<file path="src/rtl/imply_csa_pkg.sv">
package imply_csa_pkg;

  // Operation applied to the cell bank in one step.
  typedef enum logic [1:0] {
    IK_NOP = 2'd0,
    IK_CLR = 2'd1,   // clear cells src..dst inclusive
    IK_IMP = 2'd2    // cell[dst] <= ~cell[src] | cell[dst]
  } imp_kind_e;

  typedef struct packed {
    imp_kind_e kind;
    int        src;
    int        dst;
  } imp_op_t;

  // Gadget footprints (cells) and lengths (steps).
  localparam int XOR_CELLS = 5;
  localparam int AND_CELLS = 2;
  localparam int OR_CELLS  = 3;
  localparam int XOR_STEPS = 9;
  localparam int AND_STEPS = 4;
  localparam int OR_STEPS  = 5;
  localparam int HA_CELLS  = XOR_CELLS + AND_CELLS;
  localparam int FA_CELLS  = 2 * XOR_CELLS + 2 * AND_CELLS + OR_CELLS;
  localparam int HA_STEPS  = XOR_STEPS + AND_STEPS;
  localparam int FA_STEPS  = 2 * XOR_STEPS + 2 * AND_STEPS + OR_STEPS;

  // ---------------- cell map ----------------
  function automatic int in_cell(int pos, int k);
    return pos * 3 + k;
  endfunction

  function automatic int fa_count(int w);
    return 2 * w - 2;
  endfunction

  function automatic int fa_base(int w, int f);
    return 3 * w + f * FA_CELLS;
  endfunction

  function automatic int ha_base(int w, int h);
    return 3 * w + fa_count(w) * FA_CELLS + h * HA_CELLS;
  endfunction

  function automatic int n_cells(int w);
    return 3 * w + fa_count(w) * FA_CELLS + 2 * HA_CELLS;
  endfunction

  function automatic int n_steps(int w);
    return fa_count(w) * FA_STEPS + 2 * HA_STEPS;
  endfunction

  function automatic int fa_sum(int w, int f);
    return fa_base(w, f) + 11;
  endfunction

  function automatic int fa_carry(int w, int f);
    return fa_base(w, f) + 16;
  endfunction

  function automatic int ha_sum(int w, int h);
    return ha_base(w, h) + 4;
  endfunction

  function automatic int ha_carry(int w, int h);
    return ha_base(w, h) + 6;
  endfunction

  // Ripple carry entering result position j (j >= 2).
  function automatic int carry_in(int w, int j);
    if (j == 2) return ha_carry(w, 0);
    return fa_carry(w, w + j - 3);
  endfunction

  // Cell holding result bit j.
  function automatic int res_cell(int w, int j);
    if (j == 0)     return fa_sum(w, 0);
    if (j == 1)     return ha_sum(w, 0);
    if (j < w)      return fa_sum(w, w + j - 2);
    if (j == w)     return ha_sum(w, 1);
    return ha_carry(w, 1);
  endfunction

  // ---------------- gadget step generators ----------------
  function automatic imp_op_t mk(imp_kind_e k, int s, int d);
    imp_op_t o;
    o.kind = k;
    o.src  = s;
    o.dst  = d;
    return o;
  endfunction

  // out(base+4) = p ^ q ; copies of p and q go through base+0/base+1 into base+2/base+3
  function automatic imp_op_t xor_op(int p, int q, int base, int k);
    case (k)
      0:       return mk(IK_CLR, base, base + 4);
      1:       return mk(IK_IMP, p, base);
      2:       return mk(IK_IMP, base, base + 2);
      3:       return mk(IK_IMP, q, base + 1);
      4:       return mk(IK_IMP, base + 1, base + 3);
      5:       return mk(IK_IMP, p, base + 3);
      6:       return mk(IK_IMP, q, base + 2);
      7:       return mk(IK_IMP, base + 2, base + 4);
      default: return mk(IK_IMP, base + 3, base + 4);
    endcase
  endfunction

  // out(base+1) = p & q
  function automatic imp_op_t and_op(int p, int q, int base, int k);
    case (k)
      0:       return mk(IK_CLR, base, base + 1);
      1:       return mk(IK_IMP, q, base);
      2:       return mk(IK_IMP, p, base);
      default: return mk(IK_IMP, base, base + 1);
    endcase
  endfunction

  // out(base+2) = x | y
  function automatic imp_op_t or_op(int x, int y, int base, int k);
    case (k)
      0:       return mk(IK_CLR, base, base + 2);
      1:       return mk(IK_IMP, x, base);
      2:       return mk(IK_IMP, y, base + 1);
      3:       return mk(IK_IMP, base + 1, base + 2);
      default: return mk(IK_IMP, base, base + 2);
    endcase
  endfunction

  function automatic imp_op_t ha_op(int p, int q, int base, int k);
    if (k < XOR_STEPS) return xor_op(p, q, base, k);
    return and_op(p, q, base + XOR_CELLS, k - XOR_STEPS);
  endfunction

  // sum at base+11, carry at base+16
  function automatic imp_op_t fa_op(int p, int q, int r, int base, int k);
    if (k < 9)  return xor_op(p, q, base, k);
    if (k < 13) return and_op(p, q, base + 5, k - 9);
    if (k < 22) return xor_op(base + 4, r, base + 7, k - 13);
    if (k < 26) return and_op(base + 4, r, base + 12, k - 22);
    return or_op(base + 6, base + 13, base + 14, k - 26);
  endfunction

endpackage

</file>
<file path="src/rtl/imply_csa_ctrl.sv">
module imply_csa_ctrl
  import imply_csa_pkg::*;
#(
  parameter int OPW = 3
) (
  input  logic                                    clk,
  input  logic                                    rst_n,
  input  logic                                    start,
  output logic                                    busy,
  output logic                                    done,
  output logic [$clog2(n_steps(OPW)+1)-1:0]       step,
  output logic                                    exec,
  output logic                                    load_en,
  output logic                                    commit
);

  localparam int NSTEPS = n_steps(OPW);
  localparam int SW     = $clog2(NSTEPS + 1);
  localparam logic [SW-1:0] LAST = SW'(NSTEPS);

  logic          busy_q, busy_d;
  logic          done_q, done_d;
  logic [SW-1:0] step_q, step_d;

  always_comb begin
    busy_d = busy_q;
    step_d = step_q;
    done_d = 1'b0;
    if (!busy_q) begin
      if (start) begin
        busy_d = 1'b1;
        step_d = '0;
      end
    end else if (step_q == LAST) begin
      busy_d = 1'b0;
      done_d = 1'b1;
      step_d = '0;
    end else begin
      step_d = step_q + 1'b1;
    end
  end

  always_ff @(posedge clk or negedge rst_n) begin
    if (!rst_n) begin
      busy_q <= 1'b0;
      done_q <= 1'b0;
      step_q <= '0;
    end else begin
      busy_q <= busy_d;
      done_q <= done_d;
      step_q <= step_d;
    end
  end

  assign busy    = busy_q;
  assign done    = done_q;
  assign step    = step_q;
  assign load_en = start && !busy_q;
  assign exec    = busy_q && (step_q != LAST);
  assign commit  = busy_q && (step_q == LAST);

endmodule

</file>
<file path="src/rtl/imply_csa_sched.sv">
module imply_csa_sched
  import imply_csa_pkg::*;
#(
  parameter int OPW = 3
) (
  input  logic [$clog2(n_steps(OPW)+1)-1:0] step,
  input  logic                              exec,
  output imp_kind_e                         kind,
  output logic [$clog2(n_cells(OPW))-1:0]   src,
  output logic [$clog2(n_cells(OPW))-1:0]   dst
);

  localparam int NCELLS = n_cells(OPW);
  localparam int CW     = $clog2(NCELLS);
  localparam int NSTEPS = n_steps(OPW);

  typedef struct packed {
    imp_kind_e     kind;
    logic [CW-1:0] src;
    logic [CW-1:0] dst;
  } op_t;

  typedef op_t [NSTEPS-1:0] prog_t;

  function automatic op_t narrow(imp_op_t o);
    op_t n;
    n.kind = o.kind;
    n.src  = CW'(o.src);
    n.dst  = CW'(o.dst);
    return n;
  endfunction

  // Carry-save row first, then the ripple chain from LSB upward.
  function automatic prog_t build_prog();
    prog_t pr;
    int    idx;
    pr  = '0;
    idx = 0;
    for (int f = 0; f < OPW; f++) begin
      for (int k = 0; k < FA_STEPS; k++) begin
        pr[idx] = narrow(fa_op(in_cell(f, 0), in_cell(f, 1), in_cell(f, 2),
                               fa_base(OPW, f), k));
        idx++;
      end
    end
    for (int k = 0; k < HA_STEPS; k++) begin
      pr[idx] = narrow(ha_op(fa_sum(OPW, 1), fa_carry(OPW, 0), ha_base(OPW, 0), k));
      idx++;
    end
    for (int j = 2; j < OPW; j++) begin
      for (int k = 0; k < FA_STEPS; k++) begin
        pr[idx] = narrow(fa_op(fa_sum(OPW, j), fa_carry(OPW, j - 1), carry_in(OPW, j),
                               fa_base(OPW, OPW + j - 2), k));
        idx++;
      end
    end
    for (int k = 0; k < HA_STEPS; k++) begin
      pr[idx] = narrow(ha_op(fa_carry(OPW, OPW - 1), carry_in(OPW, OPW),
                             ha_base(OPW, 1), k));
      idx++;
    end
    return pr;
  endfunction

  localparam prog_t PROG = build_prog();

  op_t cur;

  always_comb begin
    if (exec) cur = PROG[step];
    else      cur = '0;
  end

  assign kind = cur.kind;
  assign src  = cur.src;
  assign dst  = cur.dst;

endmodule

</file>
<file path="src/rtl/imply_cell_bank.sv">
module imply_cell_bank
  import imply_csa_pkg::*;
#(
  parameter int OPW = 3
) (
  input  logic                              clk,
  input  logic                              rst_n,
  input  logic                              load_en,
  input  logic [3*OPW-1:0]                  load_bits,
  input  imp_kind_e                         kind,
  input  logic [$clog2(n_cells(OPW))-1:0]   src,
  input  logic [$clog2(n_cells(OPW))-1:0]   dst,
  output logic [n_cells(OPW)-1:0]           cells
);

  localparam int NCELLS = n_cells(OPW);
  localparam int CW     = $clog2(NCELLS);
  localparam int NIN    = 3 * OPW;

  logic [NCELLS-1:0] cells_q;
  logic              src_bit;

  assign src_bit = cells_q[src];

  for (genvar i = 0; i < NCELLS; i++) begin : g_cell
    logic ld_hit, ld_bit, clr_hit, imp_hit, cell_en, cell_d;

    if (i < NIN) begin : g_in
      assign ld_hit = load_en;
      assign ld_bit = load_bits[i];
    end else begin : g_work
      assign ld_hit = 1'b0;
      assign ld_bit = 1'b0;
    end

    assign clr_hit = (kind == IK_CLR) && (src <= CW'(i)) && (dst >= CW'(i));
    assign imp_hit = (kind == IK_IMP) && (dst == CW'(i));

    always_comb begin
      cell_en = ld_hit || clr_hit || imp_hit;
      if (ld_hit)       cell_d = ld_bit;
      else if (clr_hit) cell_d = 1'b0;
      else              cell_d = ~src_bit | cells_q[i];
    end

    always_ff @(posedge clk or negedge rst_n) begin
      if (!rst_n)       cells_q[i] <= 1'b0;
      else if (cell_en) cells_q[i] <= cell_d;
    end
  end

  assign cells = cells_q;

endmodule

</file>
<file path="src/rtl/imply_csa_adder.sv">
module imply_csa_adder
  import imply_csa_pkg::*;
#(
  parameter int OPW = 3
) (
  input  logic           clk,
  input  logic           rst_n,
  input  logic           start,
  input  logic [OPW-1:0] a_in,
  input  logic [OPW-1:0] b_in,
  input  logic [OPW-1:0] c_in,
  output logic           busy,
  output logic           done,
  output logic [OPW+1:0] sum_out
);

  localparam int NCELLS = n_cells(OPW);
  localparam int CW     = $clog2(NCELLS);
  localparam int NSTEPS = n_steps(OPW);
  localparam int SW     = $clog2(NSTEPS + 1);
  localparam int RW     = OPW + 2;

  logic [SW-1:0]     step;
  logic              exec, load_en, commit;
  imp_kind_e         kind;
  logic [CW-1:0]     src, dst;
  logic [NCELLS-1:0] cells;
  logic [3*OPW-1:0]  load_bits;
  logic [RW-1:0]     res_bits;
  logic [RW-1:0]     sum_q;

  for (genvar p = 0; p < OPW; p++) begin : g_load
    assign load_bits[in_cell(p, 0)] = a_in[p];
    assign load_bits[in_cell(p, 1)] = b_in[p];
    assign load_bits[in_cell(p, 2)] = c_in[p];
  end

  for (genvar j = 0; j < RW; j++) begin : g_res
    assign res_bits[j] = cells[res_cell(OPW, j)];
  end

  imply_csa_ctrl #(.OPW(OPW)) u_ctrl (
    .clk     (clk),
    .rst_n   (rst_n),
    .start   (start),
    .busy    (busy),
    .done    (done),
    .step    (step),
    .exec    (exec),
    .load_en (load_en),
    .commit  (commit)
  );

  imply_csa_sched #(.OPW(OPW)) u_sched (
    .step (step),
    .exec (exec),
    .kind (kind),
    .src  (src),
    .dst  (dst)
  );

  imply_cell_bank #(.OPW(OPW)) u_bank (
    .clk       (clk),
    .rst_n     (rst_n),
    .load_en   (load_en),
    .load_bits (load_bits),
    .kind      (kind),
    .src       (src),
    .dst       (dst),
    .cells     (cells)
  );

  always_ff @(posedge clk or negedge rst_n) begin
    if (!rst_n)      sum_q <= '0;
    else if (commit) sum_q <= res_bits;
  end

  assign sum_out = sum_q;

endmodule

</file>
<file path="config.mk">
export PLATFORM = sky130hd
export DESIGN_NAME = imply_csa_adder
export DESIGN_NICKNAME = d
export VERILOG_FILES = /design/src/rtl/imply_csa_pkg.sv /design/src/rtl/imply_csa_ctrl.sv /design/src/rtl/imply_csa_sched.sv /design/src/rtl/imply_cell_bank.sv /design/src/rtl/imply_csa_adder.sv
export SDC_FILE = /design/constraint.sdc
export NUM_CORES = 1
export LEC_CHECK = 0
export BUFFER_PORTS_ARGS = -buffer_cell sky130_fd_sc_hd__buf_2
export CORE_UTILIZATION = 50
export CTS_BUF_LIST = sky130_fd_sc_hd__clkbuf_8
export DETAILED_ROUTE_END_ITERATION = 6
export PLACE_DENSITY_LB_ADDON = 0.1
export SLEW_MARGIN = 20
export SYNTH_ARGS = -nofsm -noshare
export SYNTH_HDL_FRONTEND = slang
export SYNTH_SLANG_ARGS = --single-unit
</file>
<file path="constraint.sdc">
create_clock -name clk -period 5.7 [get_ports clk]
set_input_delay 0.285 -clock clk [delete_from_list [all_inputs] [get_ports clk]]
set_output_delay 0.285 -clock clk [all_outputs]
set_load 0.05 [all_outputs]
</file>
======== Yosys cells after proc, flatten, opt, wreduce, memory -nomap -nowiden ========
Memories as Yosys holds them, arrays and structs flattened.
Index checks and enable logic that the tools add are counted.
storage, ports and cells
  flip-flop bits (word level) ............. 106
  bits in read-only memories .............. 4096
  input port bits ......................... 12
  output and inout bits ................... 7
  logic and storage cells ................. 958
  memories kept ........................... 1
memories
  memory            words  bits a word  read ports  clocked after memory_dff  wr ports  RTL line               source
  (name not given)  256    16           1           0                         0         imply_csa_sched.sv:70  if (exec) cur = PROG[step];
operators by class
  add/sub/neg operators ................... 1
  order comparisons ....................... 184
  equality and inequality tests ........... 94
  multiplexer cells ....................... 112
  bitwise gates (word level) .............. 92
  reductions and logical operators ........ 379
operator list
  operator            count
  $logic_and 1x1->1   276
  $eq 7x6->1 const B  32
  $ge 7x6->1 const B  32
  $le 7x6->1 const B  32
  $eq 7x7->1 const B  27
  $ge 7x7->1 const B  27
  $le 7x7->1 const B  27
  $eq 7x5->1 const B  16
  $ge 7x5->1 const B  16
  $le 7x5->1 const B  16
  $mux 1              106
  $logic_or 1x1->1    100
  $or 1x1->1          91
  $eq 7x4->1 const B  8
  $ge 7x4->1 const B  8
  $le 7x4->1 const B  8
  $mux 16             2
  $eq 7x3->1 const B  4
  $ge 7x3->1 const B  4
  $le 7x3->1 const B  4
  $mux 8              3
  $eq 7x2->1 const B  2
  $ge 7x1->1 const B  2
  $ge 7x2->1 const B  2
  15 further kinds    17

======== Depth between registers and ports, before layout ========
  depth after elaboration ................. 9
  mapped depth ............................ 22
  depth with buffers taken out ............ 15

======== Cells and area by module ========
From an unflattened synthesis, not the netlist that was laid out.
second synthesis, totals
  cells, all modules ...................... 1346
  area total of the unflattened synthesis .. 10131.0 sq um
modules (own cells, without submodules)
  module           times used  cells each  area each (sq um)  sequential area each (sq um)
  imply_cell_bank  1           794         6379.9             2277.2
  imply_csa_sched  1           483         3001.6             0.0
  imply_csa_ctrl   1           59          568.0              250.2
  imply_csa_adder  1           10          181.4              125.1

======== Worst setup path after synthesis ========
OpenSTA, ideal clock, no wires.
  kind .................................... register to register
  start point ............................. register u_ctrl.step_q[1] (netlist: u_ctrl.step[1])
  end point ............................... register u_bank.cells_q[18] (netlist: u_bank.cells[18])
  setup time .............................. 0.103 ns
  arrival ................................. 4.057 ns
  data required time ...................... 5.597 ns
  setup slack ............................. 1.540 ns
  cell stages (with the launch flop) ...... 18
  period minus slack after synthesis ...... 4.160 ns
  cells stage by stage .................... dfrtp_1 -> buf_2 -> inv_1 -> ha_1 -> buf_2 -> nand2b_1 -> o22ai_1 -> or4_1 -> o211ai_2 -> o21a_1 -> buf_6 -> buf_8 -> mux4_2 -> nand2_1 -> a311oi_2 -> a21oi_1 -> nand3b_1 -> o41ai_2
on the way
  longest elaborated chain between the ends .. 8
RTL lines
  element                                                                    RTL line                                     source
  from (decl)                                                                imply_csa_ctrl.sv:23                         logic [SW-1:0] step_q, step_d;
  from (signal assigned)                                                     imply_csa_ctrl.sv:51                         step_q <= step_d;
  $mem_v2 256x16 / $ne 8x8->1 (equally long branches)                        -
  $mux 16 (not written as such) / $logic_and 1x1->1 (equally long branches)  imply_csa_sched.sv:70, imply_csa_ctrl.sv:59
  $mux 16 *                                                                  imply_csa_sched.sv:70
  $bmux 1 s7                                                                 imply_cell_bank.sv:23                        assign src_bit = cells_q[src];
  $mux 1 (not written as such)                                               imply_cell_bank.sv:23
  $not 1->1                                                                  imply_cell_bank.sv:43                        else cell_d = ~src_bit | cells_q[i];
  $or 1x1->1                                                                 imply_cell_bank.sv:43
  $mux 1                                                                     imply_cell_bank.sv:42                        else if (clr_hit) cell_d = 1'b0;
  to (signal, indexed assignment)                                            imply_cell_bank.sv:48                        else if (cell_en) cells_q[i] <= cell_d;
  to (decl)                                                                  imply_cell_bank.sv:20                        logic [NCELLS-1:0] cells_q;
Every way passes the cells marked *; elsewhere a longest branch is shown, timed or not. The select of a mux whose other input is x is not followed.
A chain may end at the register's enable or synchronous reset.

======== Final worst setup path ========
  start point ............................. register u_ctrl.step_q[1] (netlist: u_ctrl.step[1])
  end point ............................... register u_bank.cells_q[11] (netlist: u_bank.cells[11])
Same word-level chain as after synthesis.

==> metrics.csv <==
stage,metric,value,unit
sta,achievable-frequency,0.184,GHz
route,drc,11,
worst_setup_path,critical_path.startpoint_type,flop,
final_layout,n_antenna_cell,0,
grt,grt_antenna_before_repair,0,
clock_network,clk_transition_reported_paths,110,ps
worst_setup_path,worst-path-buf-inv,2,
synthesis,yosysWarnings,0,
worst_setup_path,slowest_stage,sky130_fd_sc_hd__o21a_2,
synthesis,syn-mean-instance-area,7.53,um2
sta,grt_setup_unrepaired,no,
worst_setup_path,cpPeakStageDelay,660,ps
synthesis,post_synth_fa_ha_maj_area_fraction,1.99,%
worst_setup_path,endpoint_kind,flop,
sta,measured_slew_at_the_worst_slew_check_pin,1310,ps
worst_setup_path,cp_data_required_time,5920,ps
clock_network,cts.repair_timing.setup_buffer_count,0,
synthesis,synth-seq-area-share,26.4,%
min_path,hold_path_class,primary input to flop,
route,routed_via_density,7.59,
worst_setup_path,worst_ep_arrival_time,5650,ps
route,routed-via-count,12000,
synthesis,most_used_standard_cells_in_the_synthesized_netlist,"sky130_fd_sc_hd__nand2_1, sky130_fd_sc_hd__nor2_1, sky130_fd_sc_hd__dfrtp_1, sky130_fd_sc_hd__o21ai_0, sky130_fd_sc_hd__a21oi_1",
run,cap_viol_max_count,0,
synthesis,synth_mux_area_share,4.71,%
clock_network,insertion_delay,410,ps
worst_setup_path,cpMostUsedCell,sky130_fd_sc_hd__a31oi_1,
synthesis,async_flop_share,100,%
sta,finalMaxSlewViolations,0,
sta,finalHoldViolations,0,
die,placementRows,51,
synthesis,synthXorXnorAreaFrac,0.436,%
die,die_area,20700,um2
synthesis,post_synth_cell_types,98,
synthesis,synth_most_common_cell,sky130_fd_sc_hd__nand2_1,
sta,timing.slew.headroom,11.8,%
grt,grt_remaining_overflow,0,
clock_network,cts_made_buffers,9,
sta,fin_tns_setup,0,ps
die,core,19600,um2
synthesis,synth_compound_area_share,34.4,%
route,drt_iter0_markers,2222,
grt,globalRouteTotalUtil,47.4,%
sta,timing.hold.ws,76.4,ps
synthesis,post_synth_inst_count,1335,
route,drtAntennaViolNets,0,
synthesis,synth-edff-count,0,
grt,grt_max_degree,70,
clock_network,tritoncts_num_sinks,106,
final_layout,finish.utilization,54.5,%
grt,grt_pass1_vias,11100,
route,detail_route.wirelength,48300,um
die,ios,19,
worst_setup_path,cp_cell_sequence,inv_1 > ha_1 > nand2b_1 > o22ai_1 > or4_1 > o211ai_2 > o21a_2 > mux2i_1 > mux4_2 > and3_1 > nor4_2 > a211oi_4 > buf_12 > a31oi_1 > a31oi_1,
final_layout,layout-drive-gt1-share,11.7,%
sta,clock_period_minus_final_worst_setup_slack,5430,ps
die,initial_core_util,51.3,%
status,run_status,finished with violations,
synthesis,synth_top_area_share,26.4,%
synthesis,synthTopCellsByArea,"sky130_fd_sc_hd__dfrtp_1, sky130_fd_sc_hd__nand2_1, sky130_fd_sc_hd__nor2_1, sky130_fd_sc_hd__o21ai_0, sky130_fd_sc_hd__a21oi_1",
sta,period_share,95.2,%
synthesis,combinational_family_with_the_most_area_after_synthesis,compound AO/OA/AOI/OAI gates,
synthesis,netlist_area,10100,um2
clock_network,cts_tree,built,
synthesis,synth_flop_type,sky130_fd_sc_hd__dfrtp_1,
synthesis,synth-simple-area-share,25.2,%
final_layout,final_nets,1344,
worst_setup_path,path_class,flop to flop,
clock_network,maximum_buffer_depth_of_the_clock_tree,2,
die,die_height,144,um
place,portBuffers,18,
clock_network,cts.htree.levels,3,
worst_setup_path,largest_delay_contributor_family_on_the_critical_path,simple AND/OR/NAND/NOR gates,
place,place_congestion,1.07,
route,detail_route.wl_per_cell,30.4,um
synthesis,synth.net_count,1363,
final_layout,syn_to_final_growth,6.14,%
route,first_pass_iters,7,
place,dp.final_hpwl,34000,um
synthesis,ys_ff_latch,106,
synthesis,synth.largest_area_cell,sky130_fd_sc_hd__dfrtp_1,
grt,wire_length_of_the_first_global_routing_pass,71200,um
status,failed_checks,DRC,
worst_setup_path,crit_fanout,46,
sta,setup_viol_count_final,0,
clock_network,root_buffer,sky130_fd_sc_hd__clkbuf_8,
die,floorplan.die.width,144,um
sta,skew_final,13.0,ps
## tightest hold or removal path, stage by stage
cell and delay [ps]:
sky130_fd_sc_hd__buf_2 80, sky130_fd_sc_hd__nand2_1 40, sky130_fd_sc_hd__nand2_1 50
## layout make-up
| class | count | area, um2 |
|---|---|---|
| clock inverter | 6 | 58.8 |
| tap | 265 | 332 |
| sequential | 106 | 2660 |
| multi-input combinational | 1094 | 6760 |
| inverter | 21 | 78.8 |
| fill | 1970 | 8920 |
| clock buffer | 10 | 138 |
| timing repair buffer | 84 | 641 |
## flip-flops by register name, summed over array words and instances, names as in the netlist
register	cells
sum_out	5
u_bank.cells	91
u_ctrl.busy	1
u_ctrl.done	1
u_ctrl.step	8
## final timing paths
kind	startpoint	endpoint	slack, ps	cells past startpoint
min in group asynchronous	rst_n	u_bank.cells[60]$_DFFE_PN0P_	450	2
max	u_ctrl.step[1]$_DFFE_PN0P_	u_bank.cells[11]$_DFFE_PN0P_	270	15
max reg2reg	u_ctrl.step[1]$_DFFE_PN0P_	u_bank.cells[11]$_DFFE_PN0P_	270	15
min	b_in[2]	u_bank.cells[7]$_DFFE_PN0P_	80	3
min reg2reg	sum_out[4]$_DFFE_PN0P_	sum_out[4]$_DFFE_PN0P_	490	2
max in group asynchronous	rst_n	u_bank.cells[51]$_DFFE_PN0P_	4050	3
## placed cells by master, fill, tap and decap left out, types with 7 or more instances in the layout
cell type                  Yosys  routed
sky130_fd_sc_hd__and2_1       32      32
sky130_fd_sc_hd__ha_1         16      16
sky130_fd_sc_hd__nor3_1       42      41
sky130_fd_sc_hd__o211ai_1     13      13
sky130_fd_sc_hd__o221ai_1      7       7
sky130_fd_sc_hd__nor2b_1      23      23
sky130_fd_sc_hd__nand2b_1     27      27
sky130_fd_sc_hd__inv_1        17      17
sky130_fd_sc_hd__mux4_2        7       7
sky130_fd_sc_hd__o21ai_0     103     103
sky130_fd_sc_hd__clkbuf_8      0      10
sky130_fd_sc_hd__buf_4        14      62
sky130_fd_sc_hd__o21ai_1       8       8
sky130_fd_sc_hd__a31oi_1      73      73
sky130_fd_sc_hd__a211oi_1     15      15
sky130_fd_sc_hd__nand3_1      32      32
sky130_fd_sc_hd__o31ai_1      15      14
sky130_fd_sc_hd__a221oi_1     33      33
sky130_fd_sc_hd__a32o_1       16      16
sky130_fd_sc_hd__nand2_1     178     178
sky130_fd_sc_hd__mux2i_1      27      27
sky130_fd_sc_hd__o311ai_0      7       7
sky130_fd_sc_hd__buf_2        39      17
sky130_fd_sc_hd__a311oi_1     12      11
sky130_fd_sc_hd__nor4_1        9       7
sky130_fd_sc_hd__dfrtp_1     106     103
sky130_fd_sc_hd__a21oi_1      94      94
sky130_fd_sc_hd__and3_1       10      10
sky130_fd_sc_hd__nor2_1      140     140
sky130_fd_sc_hd__a211o_1      10      10
## cells by family (layout without fill, tap and decap cells)
logic type      count (synthesis)  count (layout)
simple gates                  535             535
compound gates                500             500
buf+inv                       135             121
flops                         106             106
mux                            38              38
fa+ha+maj                      16              16
xor+xnor                        5               5
## metrics by stage
step                      instance area [um2]  std cells  worst slack [ps]
after floorplan                         10100       1335              1540
after global placement                  10400       1569               401
after detailed placement                10400       1569               411
after CTS                               10700       1586               398
after global routing                    10700       1586              51.6
final                                   10700       1586               272
## layer usage
| layer | vias up | wire length (um) | GRT usage [%] |
|---|---|---|---|
| li1 | 4986 | - | - |
| met1 | 5649 | 18700 | 64.3 |
| met2 | 1159 | 18500 | 63.0 |
| met3 | 246 | 8540 | 21.3 |
| met4 | 2 | 2470 | 21.3 |
| met5 | - | 72 | 3.51 |
## what timing repair did
action	in CTS	in global routing
endpoints found under the hold margin	49	0
hold buffers	1	0
setup endpoints to repair	0	1
gates resized for setup	0	1
Power is left out: the tool's default activity adds up to more than one toggle a clock period on the data nets, which glitch-free logic cannot reach.
